===== src/rtl/tw_pkg.sv =====
package tw_pkg;
  localparam int BYTE_W = 8;
  localparam logic [3:0] TYPE_CODE = 4'b0101;
  typedef enum logic [2:0] {
    S_IDLE, S_RX, S_ACK, S_TX, S_TXA, S_SKIP
  } tw_state_t;
endpackage


===== src/rtl/tw_sync.sv =====
module tw_sync #(
  parameter int STAGES = 2
) (
  input  logic clk,
  input  logic rst_n,
  input  logic d,
  output logic q,
  output logic rise,
  output logic fall
);
  logic [STAGES-1:0] pipe;
  logic              q_d;

  always_ff @(posedge clk or negedge rst_n) begin
    if (!rst_n) begin
      pipe <= '1;
      q_d  <= 1'b1;
    end else begin
      pipe <= {pipe[STAGES-2:0], d};
      q_d  <= pipe[STAGES-1];
    end
  end

  assign q    = pipe[STAGES-1];
  assign rise = q & ~q_d;
  assign fall = ~q & q_d;
endmodule


===== src/rtl/tw_frame.sv =====
module tw_frame
  import tw_pkg::*;
#(
  parameter int ADDR_W = 4,
  parameter int IDX_W  = 2
) (
  input  logic              clk,
  input  logic              rst_n,
  input  logic              scl_rise,
  input  logic              scl_fall,
  input  logic              start_ev,
  input  logic              stop_ev,
  input  logic              sda_s,
  input  logic [ADDR_W-1:0] strap_addr,
  input  logic              busy,
  input  logic              ack_enable,
  input  logic              tx_valid,
  input  logic [BYTE_W-1:0] tx_data,
  output logic              sda_drive_low,
  output logic              rx_valid,
  output logic [BYTE_W-1:0] rx_data,
  output logic [IDX_W-1:0]  rx_index,
  output logic              tx_ready,
  output logic              bus_end,
  output tw_state_t         state_o,
  output logic              is_addr_o
);
  localparam int CNT_W = $clog2(BYTE_W + 1);
  localparam logic [CNT_W-1:0] LAST_BIT = CNT_W'(BYTE_W - 1);
  localparam logic [CNT_W-1:0] FULL     = CNT_W'(BYTE_W);
  localparam logic [IDX_W-1:0] IDX_MAX  = '1;

  tw_state_t         state;
  logic [CNT_W-1:0]  bitcnt;
  logic [BYTE_W-1:0] shift;
  logic [BYTE_W-1:0] tx_sh;
  logic [IDX_W-1:0]  idx;
  logic              is_addr, engaged, ack_high, tx_loaded, m_ack;
  logic              ack_ok;
  logic [IDX_W-1:0]  idx_next;

  always_comb begin
    if (is_addr)
      ack_ok = (shift[BYTE_W-1 -: 4] == TYPE_CODE) &&
               (shift[ADDR_W-1:0] == strap_addr) && !busy;
    else
      ack_ok = (idx == '0) || ack_enable;
    idx_next = (idx == IDX_MAX) ? idx : idx + 1'b1;
  end

  assign tx_ready = (state == S_ACK) && ack_high && !tx_loaded && !scl_fall;

  always_ff @(posedge clk or negedge rst_n) begin
    if (!rst_n) begin
      state         <= S_IDLE;
      bitcnt        <= '0;
      shift         <= '0;
      tx_sh         <= '0;
      idx           <= '0;
      is_addr       <= 1'b0;
      engaged       <= 1'b0;
      ack_high      <= 1'b0;
      tx_loaded     <= 1'b0;
      m_ack         <= 1'b0;
      sda_drive_low <= 1'b0;
      rx_valid      <= 1'b0;
      bus_end       <= 1'b0;
    end else begin
      rx_valid <= 1'b0;
      bus_end  <= 1'b0;
      if (tx_ready && tx_valid) begin
        tx_sh     <= tx_data;
        tx_loaded <= 1'b1;
      end
      if (start_ev) begin
        bus_end       <= engaged;
        engaged       <= 1'b0;
        state         <= S_RX;
        bitcnt        <= '0;
        is_addr       <= 1'b1;
        idx           <= '0;
        sda_drive_low <= 1'b0;
        tx_loaded     <= 1'b0;
        ack_high      <= 1'b0;
      end else if (stop_ev) begin
        bus_end       <= engaged;
        engaged       <= 1'b0;
        state         <= S_IDLE;
        sda_drive_low <= 1'b0;
        tx_loaded     <= 1'b0;
      end else begin
        unique case (state)
          S_RX: begin
            if (scl_rise) begin
              shift  <= {shift[BYTE_W-2:0], sda_s};
              bitcnt <= bitcnt + 1'b1;
              if (bitcnt == LAST_BIT && !is_addr) rx_valid <= 1'b1;
            end else if (scl_fall && bitcnt == FULL) begin
              if (ack_ok) begin
                state         <= S_ACK;
                sda_drive_low <= 1'b1;
                ack_high      <= 1'b0;
                if (is_addr) engaged <= 1'b1;
              end else begin
                state <= S_SKIP;
              end
            end
          end
          S_ACK: begin
            if (scl_rise) begin
              ack_high <= 1'b1;
            end else if (scl_fall) begin
              bitcnt   <= '0;
              ack_high <= 1'b0;
              is_addr  <= 1'b0;
              if (!is_addr) idx <= idx_next;
              if (tx_loaded) begin
                state         <= S_TX;
                sda_drive_low <= ~tx_sh[BYTE_W-1];
                tx_loaded     <= 1'b0;
              end else begin
                state         <= S_RX;
                sda_drive_low <= 1'b0;
              end
            end
          end
          S_TX: begin
            if (scl_rise) begin
              bitcnt <= bitcnt + 1'b1;
            end else if (scl_fall) begin
              if (bitcnt == FULL) begin
                sda_drive_low <= 1'b0;
                state         <= S_TXA;
              end else begin
                tx_sh         <= {tx_sh[BYTE_W-2:0], 1'b0};
                sda_drive_low <= ~tx_sh[BYTE_W-2];
              end
            end
          end
          S_TXA: begin
            if (scl_rise) begin
              m_ack <= ~sda_s;
            end else if (scl_fall) begin
              bitcnt <= '0;
              if (m_ack) begin
                state <= S_RX;
                idx   <= idx_next;
              end else begin
                state <= S_SKIP;
              end
            end
          end
          default: ;
        endcase
      end
    end
  end

  assign rx_data   = shift;
  assign rx_index  = idx;
  assign state_o   = state;
  assign is_addr_o = is_addr;
endmodule


===== src/rtl/tw_slave.sv =====
module tw_slave
  import tw_pkg::*;
#(
  parameter int ADDR_W      = 4,
  parameter int IDX_W       = 2,
  parameter int SYNC_STAGES = 2
) (
  input  logic              clk,
  input  logic              rst_n,
  input  logic              scl_i,
  input  logic              sda_i,
  output logic              sda_drive_low,
  input  logic [ADDR_W-1:0] strap_addr,
  input  logic              busy,
  input  logic              ack_enable,
  output logic              rx_valid,
  output logic [7:0]        rx_data,
  output logic [IDX_W-1:0]  rx_index,
  input  logic              tx_valid,
  input  logic [7:0]        tx_data,
  output logic              tx_ready,
  output logic              bus_end
);
  logic      scl_s, scl_rise, scl_fall;
  logic      sda_s, sda_rise, sda_fall;
  logic      start_ev, stop_ev;
  tw_state_t state;
  logic      is_addr;

  tw_sync #(.STAGES(SYNC_STAGES)) u_scl (
    .clk(clk), .rst_n(rst_n), .d(scl_i), .q(scl_s), .rise(scl_rise), .fall(scl_fall)
  );
  tw_sync #(.STAGES(SYNC_STAGES)) u_sda (
    .clk(clk), .rst_n(rst_n), .d(sda_i), .q(sda_s), .rise(sda_rise), .fall(sda_fall)
  );

  assign start_ev = sda_fall && scl_s;
  assign stop_ev  = sda_rise && scl_s;

  tw_frame #(.ADDR_W(ADDR_W), .IDX_W(IDX_W)) u_frame (
    .clk(clk), .rst_n(rst_n),
    .scl_rise(scl_rise), .scl_fall(scl_fall),
    .start_ev(start_ev), .stop_ev(stop_ev), .sda_s(sda_s),
    .strap_addr(strap_addr), .busy(busy), .ack_enable(ack_enable),
    .tx_valid(tx_valid), .tx_data(tx_data),
    .sda_drive_low(sda_drive_low), .rx_valid(rx_valid), .rx_data(rx_data),
    .rx_index(rx_index), .tx_ready(tx_ready), .bus_end(bus_end),
    .state_o(state), .is_addr_o(is_addr)
  );
endmodule


===== config.mk =====
export PLATFORM = sky130hd
export DESIGN_NAME = tw_slave
export DESIGN_NICKNAME = d
export VERILOG_FILES = /design/src/rtl/tw_pkg.sv /design/src/rtl/tw_sync.sv /design/src/rtl/tw_frame.sv /design/src/rtl/tw_slave.sv
export SDC_FILE = /design/constraint.sdc
export NUM_CORES = 1
export LEC_CHECK = 0
export ABC_AREA = 1
export ABC_CLOCK_PERIOD_IN_PS = 4500
export BUFFER_PORTS_ARGS = -buffer_cell sky130_fd_sc_hd__buf_2
export CAP_MARGIN = 20
export CORE_UTILIZATION = 40
export CTS_BUF_LIST = sky130_fd_sc_hd__clkbuf_16
export CTS_CLUSTER_DIAMETER = 120
export DETAILED_ROUTE_END_ITERATION = 12
export GPL_TIMING_DRIVEN = 0
export PLACE_DENSITY = 0.61
export SYNTH_ARGS = -nofsm -noshare
export SYNTH_HDL_FRONTEND = slang
export SYNTH_SLANG_ARGS = --single-unit

===== constraint.sdc =====
create_clock -name clk -period 4.5 [get_ports clk]
set_input_delay 0.225 -clock clk [delete_from_list [all_inputs] [get_ports clk]]
set_output_delay 0.225 -clock clk [all_outputs]
set_load 0.01 [all_outputs]

==> results.json, run 1 <==
{
  "post_drt_via_cell_ratio": 4.68,
  "nFillCells": 559,
  "drc": 0,
  "layout.cells.most_common": "nand2_1",
  "crit_required_ps": 4280,
  "utilization_pct": 49.0,
  "drt_wl_total_um": 4640,
  "cts_resized": 0,
  "setup_viol_count_final": 0,
  "relSlewSlack_pct": 40.3,
  "overflow": 0,
  "crit_chain": "inv_1 -> ha_1 -> inv_1 -> nand3_1 -> nor2_8 -> buf_2",
  "pwr-share-comb_pct": 40.9,
  "cts_buffer_depth": 2,
  "synth_cell_types": 37,
  "fp.dieH_um": 78.9,
  "min_path_type": "input port to flop",
  "fin_crit_ps": 1990,
  "num_rows": 27,
  "timing.fmax_mhz": 501,
  "path_class": "flop to output pin",
  "core-area_um2": 5610,
  "clkPwrFrac_pct": 21.9,
  "p_leak_uw": 0.00147,
  "worst_slew_pin_slew_ps": 896,
  "drt_iter0_markers": 73,
  "crit_path_frequent_cell": "inv_1",
  "dp_hpwl_um": 3460,
  "skew_ps": 4.27,
  "grt_use_total_pct": 17.3,
  "pwr-share-seq_pct": 37.2,
  "place_area_um2": 2610,
  "die_w_um": 78.9,
  "dr.pass1.iters": 4,
  "postSynthAreaPerCell_um2": 8.65,
  "cp_max_fo": 5,
  "cts.clk_slew.worst_paths_ps": 50,
  "synth_nets": 298,
  "endpoint_kind": "output pin",
  "synth.area.top_cells": "dfrtp_1, nand2_1, dfstp_2",
  "p_switching_uw": 594,
  "synth_top_area_cell": "dfrtp_1",
  "cp_slowest_cell": "dfstp_2",
  "path_buf_inv": 3,
  "drive_gt1_share_pct": 35.5,
  "routedWlPerCell_um": 12.0,
  "initial_core_util_pct": 42.1,
  "status": "finished, final reports clean",
  "fin_crit_sh_pct": 44.3,
  "h-tree-depth": 2,
  "postCtsHoldBufs": 0,
  "ant_nets": 0,
  "port_buffers": 32,
  "final.setup.tns_ps": 0,
  "syn_to_final_growth_pct": 16.4,
  "hold_viol_final": 0,
  "grt_pass1_vias": 1742,
  "vias": 1802,
  "postCtsSetupBuffers": 0,
  "synth_seq_area_share_pct": 41.6,
  "cp_data_arrival_time_ps": 1770,
  "slew_violations": 0,
  "syn_inst": 273,
  "ys_warn_count": 0,
  "worst_ir_drop_vdd_v": 0.000231,
  "clock_latency_ps": 280,
  "yosys.area.top_type_share_pct": 35.0,
  "rsz0062_at_grt": "no",
  "die_area_um2": 6220,
  "final_net_count": 337,
  "io_pins": 33,
  "gp_congestion": 0.819,
  "grt_pass1_wl_um": 8140,
  "layout_common_cells": "nand2_1, inv_1, buf_2, dfrtp_1, nor2_1",
  "cpPeakStageDelay_ps": 600,
  "netlist_area_um2": 2360,
  "fin_area_um2": 2750,
  "power_density_nw_per_um2": 545,
  "cts_tree": "yes",
  "startpoint_type": "flop",
  "drv_cap": 0,
  "cts_root_buf": "clkbuf_16",
  "path_delay_family": "flip-flops",
  "diodes": 0,
  "antenna_found_initial": 0,
  "cts.sinks": 39,
  "swShare_pct": 39.6,
  "grt_max_degree": 40,
  "cts_inserted_buffers": 5,
  "p_int_uw": 906,
  "ys_seq_elements": 39
}
-- worst reg2reg max path, cell delays in order, from the launching register on --
cell and delay, ps:
dfstp_2 540, inv_1 40, ha_1 280, nor2_4 260
nand2_1 130, a21oi_2 270, inv_2 50, nor2_2 90
nand2_1 60, nand2_1 50, nand2_1 40
-- through the flow --
stage / std cells / hold WS [ps] / total power, µW / setup slack [ps]
after floorplan: 273 / -70.6 / 1020 / 2770
after global routing: 385 / 27.4 / 1620 / 2390
after CTS: 385 / 34.8 / 1520 / 2470
after detailed placement: 377 / 332 / 1180 / 2580
after global placement: 377 / 330 / 1160 / 2600
final: 385 / 40.0 / 1500 / 2510
-- synth_stat cells --
library cell	instances
buf_2	1
o21ai_0	3
nor2_2	3
nor2_8	1
nor2_4	7
nor3_1	2
nand2_1	56
inv_1	34
inv_2	11
a21oi_2	3
nand2_2	7
a32oi_1	1
o22ai_2	4
mux2_4	1
nor3_2	2
clkinv_4	1
nand3b_1	1
inv_4	1
xor2_1	2
o21a_1	1
dfrtp_1	33
clkinv_8	1
nand4_1	1
nand3_2	3
ha_1	6
nand2_4	4
o21ai_2	12
buf_6	2
a21oi_1	6
nand2_8	1
dfstp_2	6
nor2_1	26
o21ai_1	10
o22ai_1	2
nand3_1	13
nand3_4	3
a31oi_1	2
-- registers in the layout, summed over array words and instances, names as in the netlist --
name,count
u_frame.rx_data,8
u_frame.tx_sh,8
u_frame.bitcnt,4
u_frame.state_o,3
u_frame.rx_index,2
u_scl.pipe,2
u_sda.pipe,2
u_frame.ack_high,1
u_frame.bus_end,1
u_frame.engaged,1
u_frame.is_addr_o,1
u_frame.m_ack,1
u_frame.rx_valid,1
u_frame.sda_drive_low,1
u_frame.tx_loaded,1
u_scl.q_d,1
u_sda.q_d,1
-- routing by layer --
metal	vias up	wire (µm)	track usage (%)
met3	8	194	4.25
met5	-	0	0
met4	0	96	7.82
li1	939	-	-
met2	33	2020	25.9
met1	822	2320	23.5
-- path summary, 6_finish.rpt --
kind,start,endpoint,slack (ps),cells after the start
max,u_scl.pipe[1]$_DFF_PN1_,tx_ready,2510,6
min,scl_i,u_scl.pipe[0]$_DFF_PN1_,40,1
min in group asynchronous,rst_n,u_frame.rx_data[7]$_DFFE_PN0P_,50,1
max reg2reg,u_scl.q_d$_DFF_PN1_,u_frame.sda_drive_low$_DFFE_PN0P_,2570,10
min reg2reg,u_scl.pipe[0]$_DFF_PN1_,u_scl.pipe[1]$_DFF_PN1_,350,0
max in group asynchronous,rst_n,u_frame.bitcnt[1]$_DFFE_PN0P_,3870,1
-- kinds of logic after synthesis --
family	Yosys count	synth area share, %
compound gates	44	13.5
xor+xnor	2	0.742
fa+ha+maj	6	3.18
buf+inv	51	9.64
flops	39	41.6
mux	1	0.635
simple gates	130	30.7
-- cell type report --
cell class	count	area, µm²	area share (%)
Sequential cell	39	983	35.8
Buffer	3	27.5	1.00
Timing Repair Buffer	32	160	5.83
Clock inverter	3	11.3	0.410
Multi-Input combinational cell	183	1150	41.9
Clock buffer	5	125	4.55
Inverter	48	200	7.28
Tap cell	72	90.1	3.28
-- power by group through the flow --
| stage | Sequential [µW] | Clock [µW] | Combinational, µW |
|---|---|---|---|
| after floorplan | 569 | 0 | 453 |
| after global placement | 561 | 0 | 602 |
| after detailed placement | 564 | 0 | 614 |
| after CTS | 559 | 339 | 619 |
| after global routing | 576 | 354 | 694 |
| final | 558 | 328 | 613 |
Power figures use the tool's default switching activity.
==> run 2, diff against run 1 <==
ABC_CLOCK_PERIOD_IN_PS = 1900   (was 4500)
clock period = 1.9 ns   (was 4.5 ns; I/O delays follow)
==> run 2 against run 1 <==
Compared with the run above: hold slack improved by 24 ps; combinational power increased by 140%; critical path depth unchanged; sequential share of layout area decreased by 0.64 points; utilization increased by 0.89 points.
==> results.json, run 2 (synthesized netlist as in run 1, its figures left out) <==
{
  "status": "finished, final reports clean",
  "cp_max_fo": 5,
  "post_drt_via_cell_ratio": 4.66,
  "diodes": 0,
  "cp_slowest_cell": "dfstp_2",
  "grt_use_total_pct": 17.3,
  "whs_ps": 64.2,
  "setup_viol_count_final": 0,
  "core-area_um2": 5610,
  "fp.dieH_um": 78.9,
  "layout_common_cells": "nand2_1, inv_1, buf_2, dfrtp_1, nor2_1",
  "cpPeakStageDelay_ps": 600,
  "drv_cap": 0,
  "drive_gt1_share_pct": 36.3,
  "reg2reg_depth": 10,
  "crit_required_ps": 1800,
  "die_w_um": 78.9,
  "grt_pass1_wl_um": 8170,
  "startpoint_type": "flop",
  "initial_core_util_pct": 42.1,
  "fin_crit_ps": 1760,
  "cts_buffer_depth": 2,
  "ant_nets": 0,
  "die_area_um2": 6220,
  "drt_iter0_markers": 77,
  "h-tree-depth": 2,
  "endpoint_kind": "output pin",
  "grt_pass1_vias": 1753,
  "rsz0062_at_grt": "no",
  "crit_chain": "inv_1 -> ha_1 -> inv_2 -> nand3_2 -> nor2_8 -> buf_2",
  "io_pins": 33,
  "port_buffers": 32,
  "slew_violations": 0,
  "num_rows": 27,
  "cts.clk_slew.worst_paths_ps": 50,
  "drc": 0,
  "worst_slew_pin_slew_ps": 895,
  "fin_area_um2": 2800,
  "hold_viol_final": 0,
  "skew_ps": 4.29,
  "vias": 1813,
  "timing.fmax_mhz": 567,
  "grt_max_degree": 40,
  "nFillCells": 556,
  "power_density_nw_per_um2": 1280,
  "relSlewSlack_pct": 40.3,
  "antenna_found_initial": 0,
  "clock_latency_ps": 280,
  "post-place-ws_ps": -17.2,
  "path_class": "flop to output pin",
  "cts_inserted_buffers": 5,
  "final_net_count": 341,
  "worst_ir_drop_vdd_v": 0.000548,
  "fin_crit_sh_pct": 92.9,
  "dp_hpwl_um": 3460,
  "routedWlPerCell_um": 12.0,
  "layout.cells.most_common": "nand2_1",
  "min_path_type": "input port to flop",
  "dr.pass1.iters": 4,
  "overflow": 0,
  "p_leak_uw": 0.00149,
  "gp_congestion": 0.819,
  "cts.sinks": 39,
  "utilization_pct": 49.9,
  "whs_path_depth": 3,
  "worst_slack_ps": 136,
  "cp_data_arrival_time_ps": 1670,
  "cts_tree": "yes",
  "drt_wl_total_um": 4680,
  "syn_to_final_growth_pct": 18.5,
  "place_area_um2": 2610,
  "cts_root_buf": "clkbuf_16"
}
run 2: final cells by class:
type	count	area (µm²)	area share, %
Tap cell	72	90.1	3.22
Clock inverter	3	11.3	0.402
Inverter	48	200	7.15
Multi-Input combinational cell	183	1160	41.6
Sequential cell	39	983	35.1
Buffer	3	27.5	0.983
Timing Repair Buffer	36	198	7.06
Clock buffer	5	125	4.47
run 2: routing by layer:
layer / track usage, % / vias to the layer above / wire length, µm
met5: 0 / - / 0
met4: 7.82 / 0 / 94
met3: 4.25 / 8 / 178
met2: 25.9 / 30 / 2040
met1: 23.7 / 829 / 2370
li1: - / 946 / -
run 2: repair_timing:
item | CTS | global route
hold buffers | 3 | 0
buffers inserted | 1 | 0
pin swaps | 1 | 0
setup endpoints to repair | 1 | 10
gates resized for setup | 0 | 4
endpoints found under the hold margin | 35 | 0
run 2: power breakdown:
part           switching, µW  internal (µW)
registers                232           1090
logic                    882            595
clock network            306            472
run 2: critical path: cells and delay by family (launching register included):
kind                     cells  cell delay (ps)
flip-flops                   1              600
buffers and inverters        3              310
adder cells (fa/ha/maj)      1              200
AND/OR/NAND/NOR              2              280
run 2: path summary, 6_finish.rpt:
kind | endpoint | from | slack, ps
worst min register to register | u_scl.pipe[1]$_DFF_PN1_ | u_scl.pipe[0]$_DFF_PN1_ | 350
worst max-delay path | tx_ready | u_scl.pipe[1]$_DFF_PN1_ | 140
max in group asynchronous | u_frame.bitcnt[1]$_DFFE_PN0P_ | rst_n | 860
worst min-delay path | u_frame.tx_sh[0]$_DFF_PN0_ | tx_data[0] | 60
worst max register to register | u_frame.bitcnt[1]$_DFFE_PN0P_ | u_scl.pipe[1]$_DFF_PN1_ | 180
min in group asynchronous | u_frame.rx_data[7]$_DFFE_PN0P_ | rst_n | 460
run 2: through the flow:
stage	TNS (ps)	total power [µW]	instances
6_report	0	3580	389
5_1_grt	0	3870	389
4_1_cts	0	3600	389
3_5_place_dp	-17.2	2790	377
3_3_place_gp	0	2750	377
2_1_floorplan	0	2420	273
